`config.mk`:
```
export PLATFORM = sky130hd
export DESIGN_NAME = mux_bus_seq
export DESIGN_NICKNAME = d
export VERILOG_FILES = /design/src/rtl/mbs_pkg.sv /design/src/rtl/mbs_phase_ctl.sv /design/src/rtl/mbs_datapath.sv /design/src/rtl/mux_bus_seq.sv
export SDC_FILE = /design/constraint.sdc
export NUM_CORES = 1
export LEC_CHECK = 0
export ABC_CLOCK_PERIOD_IN_PS = 2700
export BUFFER_PORTS_ARGS = -buffer_cell sky130_fd_sc_hd__buf_2
export CAP_MARGIN = 20
export CORE_ASPECT_RATIO = 1.2
export CORE_MARGIN = 2
export CORE_UTILIZATION = 50
export DETAILED_ROUTE_END_ITERATION = 16
export MAX_ROUTING_LAYER = met4
export PLACE_DENSITY = 0.79
export SETUP_SLACK_MARGIN = 0.02
export SLEW_MARGIN = 40
export SYNTH_ARGS = -nofsm -noshare
export SYNTH_HDL_FRONTEND = slang
export SYNTH_SLANG_ARGS = --single-unit
```
`constraint.sdc`:
```
create_clock -name clk -period 2.7 [get_ports clk]
set_clock_uncertainty 0.2 [all_clocks]
set_input_delay 0.27 -clock clk [delete_from_list [all_inputs] [get_ports clk]]
set_output_delay 0.27 -clock clk [all_outputs]
set_load 0.1 [all_outputs]
```
`src/rtl/mbs_pkg.sv`:
```
package mbs_pkg;

    typedef enum logic [2:0] {
        PH_IDLE,
        PH_SETUP,
        PH_ASTB,
        PH_TURN,
        PH_DSTB,
        PH_RECOV
    } phase_e;

endpackage

```
`src/rtl/mbs_phase_ctl.sv`:
```
module mbs_phase_ctl
    import mbs_pkg::*;
#(
    parameter int DS_CLKS  = 2,
    parameter int EXT_CLKS = 2
) (
    input  logic   clk,
    input  logic   rst_n,
    input  logic   req_valid,
    input  logic   ext_q,
    output logic   accept,
    output logic   capture,
    output logic   done,
    output phase_e phase
);
    localparam int MAX_DS = DS_CLKS + EXT_CLKS;
    localparam int CNT_W  = $clog2(MAX_DS + 1);

    typedef struct packed {
        phase_e           phase;
        logic [CNT_W-1:0] cnt;
        logic             done;
    } ctl_t;

    ctl_t s_d, s_q;

    assign accept  = req_valid && (s_q.phase == PH_IDLE);
    assign capture = (s_q.phase == PH_DSTB) && (s_q.cnt == '0);
    assign done    = s_q.done;
    assign phase   = s_q.phase;

    always_comb begin
        s_d      = s_q;
        s_d.done = 1'b0;
        case (s_q.phase)
            PH_IDLE:  if (accept) s_d.phase = PH_SETUP;
            PH_SETUP: s_d.phase = PH_ASTB;
            PH_ASTB:  s_d.phase = PH_TURN;
            PH_TURN: begin
                s_d.phase = PH_DSTB;
                s_d.cnt   = ext_q ? CNT_W'(MAX_DS - 1) : CNT_W'(DS_CLKS - 1);
            end
            PH_DSTB: begin
                if (s_q.cnt == '0) begin
                    s_d.phase = PH_RECOV;
                    s_d.done  = 1'b1;
                end else begin
                    s_d.cnt = s_q.cnt - 1'b1;
                end
            end
            PH_RECOV: s_d.phase = PH_IDLE;
            default:  s_d.phase = PH_IDLE;
        endcase
    end

    always_ff @(posedge clk or negedge rst_n) begin
        if (!rst_n) begin
            s_q <= '{phase: PH_IDLE, cnt: '0, done: 1'b0};
        end else begin
            s_q <= s_d;
        end
    end

endmodule

```
`src/rtl/mbs_datapath.sv`:
```
module mbs_datapath
    import mbs_pkg::*;
#(
    parameter int ADDR_W = 16,
    parameter int DATA_W = 8
) (
    input  logic                       clk,
    input  logic                       rst_n,
    input  logic                       accept,
    input  logic                       capture,
    input  phase_e                     phase,
    input  logic [ADDR_W-1:0]          req_addr,
    input  logic                       req_write,
    input  logic                       req_dmem,
    input  logic [DATA_W-1:0]          req_wdata,
    input  logic                       req_ext,
    input  logic [DATA_W-1:0]          ad_in,
    output logic                       ext_q,
    output logic [DATA_W-1:0]          rdata,
    output logic [ADDR_W-DATA_W-1:0]   addr_hi,
    output logic [DATA_W-1:0]          ad_out,
    output logic                       ad_oe,
    output logic                       as_n,
    output logic                       ds_n,
    output logic                       rw_n,
    output logic                       dm_n
);
    localparam int HI_W = ADDR_W - DATA_W;

    typedef struct packed {
        logic [ADDR_W-1:0] addr;
        logic              write;
        logic              dmem;
        logic              ext;
        logic [DATA_W-1:0] wdata;
        logic [DATA_W-1:0] rdata;
    } dp_t;

    dp_t r_d, r_q;

    logic addr_phase;
    logic data_phase;
    logic active;

    assign active     = (phase != PH_IDLE);
    assign addr_phase = (phase == PH_SETUP) || (phase == PH_ASTB);
    assign data_phase = (phase == PH_TURN) || (phase == PH_DSTB) || (phase == PH_RECOV);

    always_comb begin
        r_d = r_q;
        if (accept) begin
            r_d.addr  = req_addr;
            r_d.write = req_write;
            r_d.dmem  = req_dmem;
            r_d.ext   = req_ext;
            r_d.wdata = req_wdata;
        end
        if (capture && !r_q.write) begin
            r_d.rdata = ad_in;
        end
    end

    always_ff @(posedge clk or negedge rst_n) begin
        if (!rst_n) begin
            r_q <= '0;
        end else begin
            r_q <= r_d;
        end
    end

    assign ext_q   = r_q.ext;
    assign rdata   = r_q.rdata;
    assign addr_hi = r_q.addr[ADDR_W-1 -: HI_W];
    assign ad_out  = addr_phase ? r_q.addr[DATA_W-1:0] : r_q.wdata;
    assign ad_oe   = addr_phase || (data_phase && r_q.write);
    assign as_n    = (phase != PH_ASTB);
    assign ds_n    = (phase != PH_DSTB);
    assign rw_n    = active ? !r_q.write : 1'b1;
    assign dm_n    = active ? !r_q.dmem : 1'b1;

endmodule

```
`src/rtl/mux_bus_seq.sv`:
```
module mux_bus_seq
    import mbs_pkg::*;
#(
    parameter int ADDR_W   = 16,
    parameter int DATA_W   = 8,
    parameter int DS_CLKS  = 2,
    parameter int EXT_CLKS = 2
) (
    input  logic                     clk,
    input  logic                     rst_n,
    input  logic                     req_valid,
    input  logic [ADDR_W-1:0]        req_addr,
    input  logic                     req_write,
    input  logic                     req_dmem,
    input  logic [DATA_W-1:0]        req_wdata,
    input  logic                     req_ext,
    output logic                     rsp_done,
    output logic [DATA_W-1:0]        rsp_rdata,
    output logic [ADDR_W-DATA_W-1:0] addr_hi,
    output logic [DATA_W-1:0]        ad_out,
    output logic                     ad_oe,
    input  logic [DATA_W-1:0]        ad_in,
    output logic                     as_n,
    output logic                     ds_n,
    output logic                     rw_n,
    output logic                     dm_n
);
    logic   accept;
    logic   capture;
    logic   ext_q;
    phase_e phase;

    mbs_phase_ctl #(
        .DS_CLKS  (DS_CLKS),
        .EXT_CLKS (EXT_CLKS)
    ) i_ctl (
        .clk       (clk),
        .rst_n     (rst_n),
        .req_valid (req_valid),
        .ext_q     (ext_q),
        .accept    (accept),
        .capture   (capture),
        .done      (rsp_done),
        .phase     (phase)
    );

    mbs_datapath #(
        .ADDR_W (ADDR_W),
        .DATA_W (DATA_W)
    ) i_dp (
        .clk       (clk),
        .rst_n     (rst_n),
        .accept    (accept),
        .capture   (capture),
        .phase     (phase),
        .req_addr  (req_addr),
        .req_write (req_write),
        .req_dmem  (req_dmem),
        .req_wdata (req_wdata),
        .req_ext   (req_ext),
        .ad_in     (ad_in),
        .ext_q     (ext_q),
        .rdata     (rsp_rdata),
        .addr_hi   (addr_hi),
        .ad_out    (ad_out),
        .ad_oe     (ad_oe),
        .as_n      (as_n),
        .ds_n      (ds_n),
        .rw_n      (rw_n),
        .dm_n      (dm_n)
    );

endmodule

```
==> results of run 1 <==
## flip-flops by register name, indices dropped and copies added (netlist names)
signal / count
i_dp.r_q: 18
i_dp.addr_hi: 8
i_dp.rdata: 8
i_ctl.phase: 3
i_ctl.s_q: 3
i_ctl.done: 1
i_dp.ext_q: 1
## routing by layer
metal  up-vias  share of wire  track usage
met5         -              0            -
met4         0          0.015       0.0667
met3         5          0.055       0.0560
met2        51           0.51        0.315
met1       619           0.42        0.198
li1        652              -            -
## final cells by class
cell class / instances / area share
tap: 54 / 0.0250
clock inverter: 3 / 0.00787
inverter: 5 / 0.00695
sequential: 42 / 0.389
multi-input combinational: 77 / 0.302
timing repair buffer: 99 / 0.244
clock buffer: 5 / 0.0255
## path summary, 6_finish.rpt
| kind | from | endpoint | slack [ps] | cells past startpoint |
|---|---|---|---|---|
| max reg2reg | i_ctl.phase[1]$_DFFE_PN0P_ | i_dp.addr_hi[6]$_DFFE_PN0P_ | 490 | 3 |
| max in group asynchronous | rst_n | i_dp.r_q[18]$_DFFE_PN0P_ | 1660 | 2 |
| min | req_addr[1] | i_dp.r_q[20]$_DFFE_PN0P_ | 10 | 2 |
| min reg2reg | i_dp.rdata[5]$_DFFE_PN0P_ | i_dp.rdata[5]$_DFFE_PN0P_ | 300 | 1 |
| max | i_ctl.phase[0]$_DFFE_PN0P_ | ad_out[6] | 190 | 4 |
| min in group asynchronous | rst_n | i_ctl.s_q[2]$_DFFE_PN0P_ | 290 | 2 |
## cell families after synthesis
logic type / count (synthesis) / share of synthesized area
muxes: 43 / 0.271
DFF: 42 / 0.510
buffers and inverters: 26 / 0.0941
and+or+nand+nor: 25 / 0.0868
AOI/OAI and AO/OA: 6 / 0.0212
adders and majority gates: 2 / 0.0121
xor gates and xnor gates: 1 / 0.00425
## synthesized netlist by cell type
cell type and n:
dfrtp_1 42, mux2_2 23, mux2_4 20, buf_4 16, nand2_1 7, inv_1 5, buf_2 3, nor2_1 3
buf_12 2, ha_1 2, nand2b_1 2, nand3_1 2, a21oi_1 1, and3_1 1, nand3b_1 1, nor2_4 1
nor2_8 1, nor2b_1 1, nor3_1 1, nor3b_1 1, nor4_4 1, o21a_1 1, o21ai_0 1, o221ai_1 1
o22a_1 1, o32ai_1 1, or3_4 1, or3b_2 1, or4b_4 1, xnor2_1 1
## placed cells by master, fill, tap and decap left out, types with 3 or more instances in the layout
master / count
buf_2: 66
dfrtp_1: 42
dlygate4sd3_1: 32
mux2_2: 23
mux2_4: 20
nand2_1: 7
inv_1: 5
clkbuf_8: 5
nor2_1: 3
## metrics by stage
stage / hold slack [ps] / cells / area (µm²) / setup slack [ps]
after floorplan: -226 / 145 / 2060 / 632
after global placement: 254 / 245 / 2290 / 504
after detailed placement: 82.7 / 245 / 2290 / 477
after CTS: 1.43 / 283 / 2680 / 185
after global routing: 2.68 / 285 / 2700 / 99.4
final: 9.68 / 285 / 2700 / 194
## repair_timing
item | in CTS | in global routing
endpoints found under the hold margin | 71 | 2
setup buffers | 0 | 0
hold buffers | 30 | 2
## critical path: stages, from the launching register on
cell	delay (ps)
dfrtp_1	620
xnor2_1	170
nor2_4	260
mux2_2	390
buf_2	300
==> summary.txt, run 1 <==
Outcome
  • Status: finished clean

Drt
  • Initial DRC count: 27
  • Drt total wl: 3860 µm
  • Vias post-DR: 1327
  • Antenna viol nets, final: 0
  • Drt first pass iters: 3
  • Avg WL per Cell: 13.5 µm
  • Routed vias/inst: 4.66
  • # DRC: 0

Place
  • Gpl congestion: 0.829
  • Post-DP HPWL: 2410 µm
  • Port Buffers: 67

Worst setup path
  • Worst-path fanout max: 12
  • CP Launch Type: flip-flop
  • Crit end category: output pin
  • Critical Path AT: 2040 ps
  • Critical path type: flip-flop to output pin
  • CP required: 2230 ps

Global routing
  • Grt total ovfl: 0
  • Initial antenna violation count: 0
  • Vias in the first global route: 1327
  • GRT Util Overall: 0.181
  • Largest net degree at the start of global routing: 43
  • First-pass GRT wire length: 6110 µm

Timing
  • Relative slew slack: 0.620
  • RSZ-0062 raised after global routing: no
  • Setup TNS after final layout: 0 ps
  • Final Setup Violations: 0
  • Tightest Pin Transition: 569 ps
  • Slew Limit Fails: 0
  • Final Hold Violating Endpoints: 0
  • Crit path time final: 2510 ps
  • Tcrit/Tclk final: 0.928
  • Fmax: 399 MHz

Die
  • Die area: 0.00465 mm²
  • # rows: 25
  • I/O pins: 68
  • Core footprint: 0.00394 mm²
  • Initial Utilization: 0.523
  • Die W: 62.6 µm
  • Die height: 74.3 µm

Clock network
  • Clock root cell: clkbuf_8
  • Max Buffers Root-to-Sink: 2
  • Clock sinks: 42
  • CTS Buf Count: 5
  • Post-CTS Resized: 0
  • Clk_lat worst skew: 300 ps
  • CTS clk-pin slew, worst paths: 80 ps
  • CTS tree: done
  • H-tree depth: 2

Final layout
  • Layout fillers: 305
  • Diodes inserted: 0
  • Share of layout cells above drive strength 1: 0.537
  • Net count, final: 270
  • Multi-input logic area: 816 µm²
  • Register area: 0.00105 mm²
  • Synth-to-Final Area Change: 31.1%
  • Final core occ: 0.685

Logic synthesis
  • Seq cells post-synth: 42
  • Count of cell types in the netlist: 30
  • Cells after synthesis: 145
  • Area contributors post-synth: dfrtp_1 51%, mux2_4 15%, mux2_2 13%
  • Post-Syn Area: 0.00206 mm²
  • Warnings, synthesis: 0
  • Seq/Total Area, Yosys: 0.510
  • Area leader, netlist: dfrtp_1
  • Syn avg cell area: 14.2 µm²
  • Syn nets: 185
  • Post-synth top area share: 0.510

Min path
  • Hold crit path type: primary input to flip-flop

Flow run
  • Max Cap Violations: 0
Power of run 1 is not shown: default switching activity piles up to over one toggle a cycle in this logic, so the estimate is an artifact.
==> run 2, diff against run 1 <==
--- a/config.mk
+++ b/config.mk
@@ -7,12 +7,10 @@
 export LEC_CHECK = 0
 export ABC_CLOCK_PERIOD_IN_PS = 2700
 export BUFFER_PORTS_ARGS = -buffer_cell sky130_fd_sc_hd__buf_2
-export CAP_MARGIN = 20
 export CORE_ASPECT_RATIO = 1.2
 export CORE_MARGIN = 2
 export CORE_UTILIZATION = 50
 export DETAILED_ROUTE_END_ITERATION = 16
-export MAX_ROUTING_LAYER = met4
 export PLACE_DENSITY = 0.79
 export SETUP_SLACK_MARGIN = 0.02
 export SLEW_MARGIN = 40
==> run 2 against run 1 <==
  * Global-route usage down 0.58 points
  * Clock-buffer cell count is the same
  * Non-clock buffer count stayed put
  * First-iteration DRC count stayed put
  * Flip-flop and latch count unchanged
==> summary.txt, run 2 (same netlist as run 1, synthesis figures left out) <==
Final layout
  • Share of layout cells above drive strength 1: 0.537 (unchanged)
  • Largest register by flop count: i_dp.r_q
  • Synth-to-Final Area Change: 31.1% (unchanged)
  • Most common cell after layout, fill and taps aside: buf_2
  • Max reg flops: 18 (unchanged)
  • Diodes inserted: 0 (unchanged)
  • Fin area: 0.00270 mm² (unchanged)
  • Commonest cells after routing, fill and taps aside: 66 x buf_2, 42 x dfrtp_1, 32 x dlygate4sd3_1, 23 x mux2_2, 20 x mux2_4
  • Net count, final: 270 (unchanged)

Drt
  • Routed vias/inst: 4.65 (-0.23%)
  • Vias post-DR: 1324 (-0.23%)
  • Antenna viol nets, final: 0 (unchanged)
  • Drt first pass iters: 4 (+1)
  • Initial DRC count: 27 (unchanged)
  • # DRC: 0 (unchanged)
  • Avg WL per Cell: 13.5 µm (about the same)
  • Drt total wl: 3860 µm (about the same)

Clock network
  • CTS tree: done
  • Clock root cell: clkbuf_8
  • Clk_lat worst skew: 300 ps (about the same)
  • Clock sinks: 42 (unchanged)
  • H-tree depth: 2 (unchanged)
  • Post-CTS Resized: 0 (unchanged)
  • CTS clk-pin slew, worst paths: 80 ps (about the same)
  • CTS Buf Count: 5 (unchanged)
  • Max Buffers Root-to-Sink: 2 (unchanged)

Global routing
  • Grt total ovfl: 0 (unchanged)
  • Largest net degree at the start of global routing: 43 (unchanged)
  • Initial antenna violation count: 0 (unchanged)
  • GRT Util Overall: 0.176 (-0.00580)
  • First-pass GRT wire length: 6110 µm (unchanged)
  • Vias in the first global route: 1329 (+0.15%)

Die
  • I/O pins: 68 (unchanged)
  • Die W: 62.6 µm (unchanged)
  • # rows: 25 (unchanged)
  • Core footprint: 0.00394 mm² (unchanged)
  • Die height: 74.3 µm (unchanged)
  • Initial Utilization: 0.523 (unchanged)
  • Die area: 0.00465 mm² (unchanged)

Timing
  • RSZ-0062 raised after global routing: no
  • Slew Limit Fails: 0 (unchanged)
  • Final Setup Violations: 0 (unchanged)
  • Min Hold Slack: 12.3 ps (+2.65 ps)
  • Crit path time final: 2510 ps (+1.23 ps)
  • Setup TNS after final layout: 0 ps (unchanged)
  • Fmax: 399 MHz (about the same)
  • Final Hold Violating Endpoints: 0 (unchanged)
  • Relative slew slack: 0.619 (-0.00184)
  • Tightest Pin Transition: 572 ps (+2.76 ps)
  • Tcrit/Tclk final: 0.929 (about the same)

Min path
  • Hold crit path type: primary input to flip-flop

Worst setup path
  • CP Launch Type: flip-flop
  • Buffer and inverter count on the worst path: 1 (unchanged)
  • CP peak stage delay: 620 ps (about the same)
  • Crit-path cells: xnor2_1, nor2_4, mux2_2, buf_2
  • Critical Path AT: 2040 ps (about the same)
  • Crit end category: output pin
  • Worst path top cell family by delay: flip-flops
  • Crit path max-delay cell type: dfrtp_1
  • CP required: 2230 ps (about the same)
  • Worst-path fanout max: 12 (unchanged)
  • Critical path type: flip-flop to output pin

Place
  • Post-DP HPWL: 2410 µm (unchanged)
  • Port Buffers: 67 (unchanged)
  • Placed Area: 0.00229 mm² (unchanged)
  • Gpl congestion: 0.816 (-1.5%)

Outcome
  • Status: finished clean

Flow run
  • Max Cap Violations: 0 (unchanged)
-- run 2: per-layer routing --
layer | track usage | share of wire
met4 | 0.0667 | 0.016
met5 | 0 | 0
met3 | 0.0575 | 0.057
met2 | 0.315 | 0.51
met1 | 0.197 | 0.42
-- run 2: worst reg2reg max path, cell delays in order (launching register included) --
cell	delay [ps]
dfrtp_1	530
or3_4	490
nor2_8	460
mux2_2	410
-- run 2: per-stage QoR --
stage / setup slack (ps) / instances / utilization
floorplan: 632 / 145 / -
global placement: 504 / 245 / 0.581
detailed placement: 477 / 245 / 0.581
CTS: 185 / 283 / 0.680
global route: 99.4 / 285 / 0.685
finish: 193 / 285 / 0.685
-- run 2: worst paths after layout --
| check | start | to | slack [ps] | cells past startpoint |
|---|---|---|---|---|
| worst max register to register | i_ctl.phase[1]$_DFFE_PN0P_ | i_dp.addr_hi[6]$_DFFE_PN0P_ | 480 | 3 |
| worst max-delay path | i_ctl.phase[0]$_DFFE_PN0P_ | ad_out[6] | 190 | 4 |
| max in group asynchronous | rst_n | i_dp.addr_hi[4]$_DFFE_PN0P_ | 1650 | 2 |
| worst min register to register | i_dp.rdata[5]$_DFFE_PN0P_ | i_dp.rdata[5]$_DFFE_PN0P_ | 300 | 1 |
| min in group asynchronous | rst_n | i_ctl.s_q[2]$_DFFE_PN0P_ | 280 | 2 |
| worst min-delay path | req_addr[1] | i_dp.r_q[20]$_DFFE_PN0P_ | 10 | 2 |
-- run 2: layout make-up --
cell class              count  area [µm²]
clock buffers               5        68.8
clock inverters             3        21.3
fillers                   305        1240
inverters                   5        18.8
multi-input cells          77         816
flip-flops and latches     42        1050
well taps                  54        67.6
repair buffers             99         658
-- run 2: repair_timing --
item | in CTS | in global routing
setup endpoints to repair | 0 | 0
hold buffers | 30 | 2
buffers inserted | 0 | 0
hold endpoints to repair | 71 | 2
Power of run 2 is left out for the same reason.
==> run 3, diff against run 2 <==
--- a/config.mk
+++ b/config.mk
@@ -11,9 +11,10 @@
 export CORE_MARGIN = 2
 export CORE_UTILIZATION = 50
 export DETAILED_ROUTE_END_ITERATION = 16
-export PLACE_DENSITY = 0.79
+export PLACE_DENSITY = 0.8
 export SETUP_SLACK_MARGIN = 0.02
 export SLEW_MARGIN = 40
 export SYNTH_ARGS = -nofsm -noshare
 export SYNTH_HDL_FRONTEND = slang
+export SYNTH_HIERARCHICAL = 1
 export SYNTH_SLANG_ARGS = --single-unit
==> run 3 against run 2 <==
  * Synthesized cell count is 6.2% higher
  * Clock-buffer cell count is 1 higher
  * Synthesized area is 2.7% lower
  * Critical path type unchanged
  * Critical endpoint is now ad_out[7]
  * Largest cell class unchanged
==> summary.txt, run 3 <==
Logic synthesis
  • Warnings, synthesis: 6 (+6)
  • Post-Syn Area: 0.00200 mm² (-2.7%)
  • Post-synth EDFFs: 0 (unchanged)
  • Post-synth top area share: 0.524 (+0.0143)
  • Predominant post-synthesis flop cell: dfrtp_1
  • Seq/Total Area, Yosys: 0.524 (+0.0143)
  • Count of cell types in the netlist: 28 (-6.7%)
  • Count leader, synth: mux2_2
  • Cells after synthesis: 154 (+6.2%)
  • Synth cell count leaders: 43 x mux2_2, 42 x dfrtp_1, 20 x buf_4
  • Area leader, netlist: dfrtp_1
  • FFs w/ async S/R, synth: 1.00 (unchanged)
  • Area contributors post-synth: dfrtp_1 52%, mux2_2 24%, buf_4 7.5%
  • Syn avg cell area: 13.0 µm² (-8.4%)
  • Seq cells post-synth: 42 (unchanged)
  • Syn nets: 194 (+4.9%)

Clock network
  • CTS clk-pin slew, worst paths: 80 ps (about the same)
  • Clock root cell: clkbuf_8
  • CTS tree: done
  • Post-CTS Setup Inserts: 0 (unchanged)
  • Max Buffers Root-to-Sink: 2 (unchanged)
  • Cts hold-fix bufs: 3 (-90%)
  • H-tree depth: 2 (unchanged)
  • CTS Buf Count: 5 (unchanged)
  • Clock sinks: 42 (unchanged)
  • Clk_lat worst skew: 280 ps (-20 ps)
  • Post-CTS Resized: 0 (unchanged)

Place
  • Post-DP HPWL: 2500 µm (+3.6%)
  • Port Buffers: 67 (unchanged)
  • Gpl congestion: 0.747 (-8.4%)

Drt
  • # DRC: 0 (unchanged)
  • Drt first pass iters: 4 (unchanged)
  • Vias post-DR: 1302 (-1.7%)
  • Routed vias/inst: 4.89 (+5.4%)
  • Antenna viol nets, final: 0 (unchanged)
  • Avg WL per Cell: 13.1 µm (-3.3%)
  • Initial DRC count: 48 (+78%)
  • Drt total wl: 3480 µm (-9.8%)

Worst setup path
  • Critical Path AT: 1880 ps (-160 ps)
  • CP required: 2230 ps (about the same)
  • Worst-path fanout max: 16 (+4)
  • Worst R2R Start: i_ctl/s_q[1]$_DFFE_PN0P_
  • Critical path type: flip-flop to output pin
  • Crit end category: output pin
  • Crit path from: i_ctl/phase[2]$_DFFE_PN0P_
  • Reg2reg path depth: 8 (+5)
  • CP Launch Type: flip-flop
  • Crit path max-delay cell type: dfrtp_1
  • CP peak stage delay: 570 ps (-50 ps)
  • Crit-path cells: nor2_4, mux2_2, buf_2

Timing
  • Slew Limit Fails: 0 (unchanged)
  • Relative slew slack: 0.655 (+0.0365)
  • Setup TNS after final layout: 0 ps (unchanged)
  • Min Hold Slack: 10.1 ps (-2.22 ps)
  • Tightest Pin Transition: 517 ps (-54.8 ps)
  • Final Setup Violations: 0 (unchanged)
  • Fmax: 425 MHz (+6.6%)
  • RSZ-0062 raised after global routing: no
  • Final Hold Violating Endpoints: 0 (unchanged)
  • Crit path time final: 2350 ps (-155 ps)
  • Tcrit/Tclk final: 0.871 (-0.0575)

Die
  • # rows: 25 (unchanged)
  • Die height: 73.4 µm (-1.3%)
  • Core footprint: 0.00391 mm² (-0.79%)
  • I/O pins: 68 (unchanged)
  • Die W: 61.8 µm (-1.3%)
  • Initial Utilization: 0.513 (-0.0102)
  • Die area: 0.00453 mm² (-2.6%)

Final layout
  • Net count, final: 251 (-7.0%)
  • Max reg flops: 18 (unchanged)
  • Share of layout cells above drive strength 1: 0.599 (+0.0623)
  • Largest register by flop count: i_dp/r_q
  • Diodes inserted: 0 (unchanged)
  • Commonest cells after routing, fill and taps aside: 66 x buf_2, 43 x mux2_2, 42 x dfrtp_1, 9 x nand2_1
  • Final core occ: 0.612 (-0.0736)
  • Most common cell after layout, fill and taps aside: buf_2
  • Synth-to-Final Area Change: 19.4%

Min path
  • Hold_sp: req_addr[15]
  • Hold crit path type: primary input to flip-flop
  • Min-Delay Path Depth: 2 (unchanged)

Global routing
  • Largest net degree at the start of global routing: 43 (unchanged)
  • First-pass GRT wire length: 5340 µm (-13%)
  • GRT Util Overall: 0.163 (-0.0128)
  • Vias in the first global route: 1208 (-9.1%)
  • Initial antenna violation count: 0 (unchanged)
  • Grt total ovfl: 0 (unchanged)

Outcome
  • Status: finished clean

Flow run
  • Max Cap Violations: 0 (unchanged)
==> run 3: metal layers <==
metal  track usage  vias up  share of wire
met5             0        -              0
met4        0.0757        0          0.016
met3        0.0370        5          0.057
met2         0.269       48           0.50
met1         0.197      620           0.42
li1              -      629              -
==> run 3: path summary, 6_finish.rpt <==
kind / slack [ps] / end
min in group asynchronous: 300 / i_dp/rdata[4]$_DFFE_PN0P_
worst min register to register: 300 / i_dp/addr_hi[0]$_DFFE_PN0P_
max in group asynchronous: 1650 / i_dp/rdata[2]$_DFFE_PN0P_
worst min-delay path: 10 / i_dp/addr_hi[7]$_DFFE_PN0P_
worst max register to register: 580 / i_dp/rdata[5]$_DFFE_PN0P_
worst max-delay path: 350 / ad_out[7]
==> run 3: critical path: cells and delay by family, from the launching register on <==
family                 cells  cell delay (ps)
DFF                        1              570
buffers and inverters      1              290
and+or+nand+nor            1              350
muxes                      1              380
==> run 3: cell families (layout without fill, tap and decap cells) <==
kind of cell	count (synthesis)	after routing	synth area share
AND/OR/NAND/NOR	24	24	0.0737
buffers and inverters	30	88	0.105
adder cells (fa/ha/maj)	2	2	0.0125
multiplexers	43	43	0.242
AO/OA/AOI/OAI	11	11	0.0337
flip-flops	42	42	0.524
XOR/XNOR	2	2	0.00874
==> run 3: through the flow <==
step | cell area [µm²] | std cells | setup WS, ps
3_5_place_dp | 2260 | 254 | 590
5_1_grt | 2390 | 266 | 248
2_1_floorplan | 2000 | 154 | 69.0
6_report | 2390 | 266 | 348
3_3_place_gp | 2250 | 254 | 638
4_1_cts | 2380 | 265 | 316
==> run 3: layout make-up <==
| class | count | area (µm²) |
|---|---|---|
| sequential | 42 | 1050 |
| fill | 331 | 1520 |
| multi-input combinational | 82 | 748 |
| clock inverter | 2 | 12.5 |
| inverter | 4 | 15.0 |
| tap | 54 | 67.6 |
| timing repair buffer | 76 | 415 |
| clock buffer | 6 | 82.6 |
Power of run 3 is left out for the same reason.
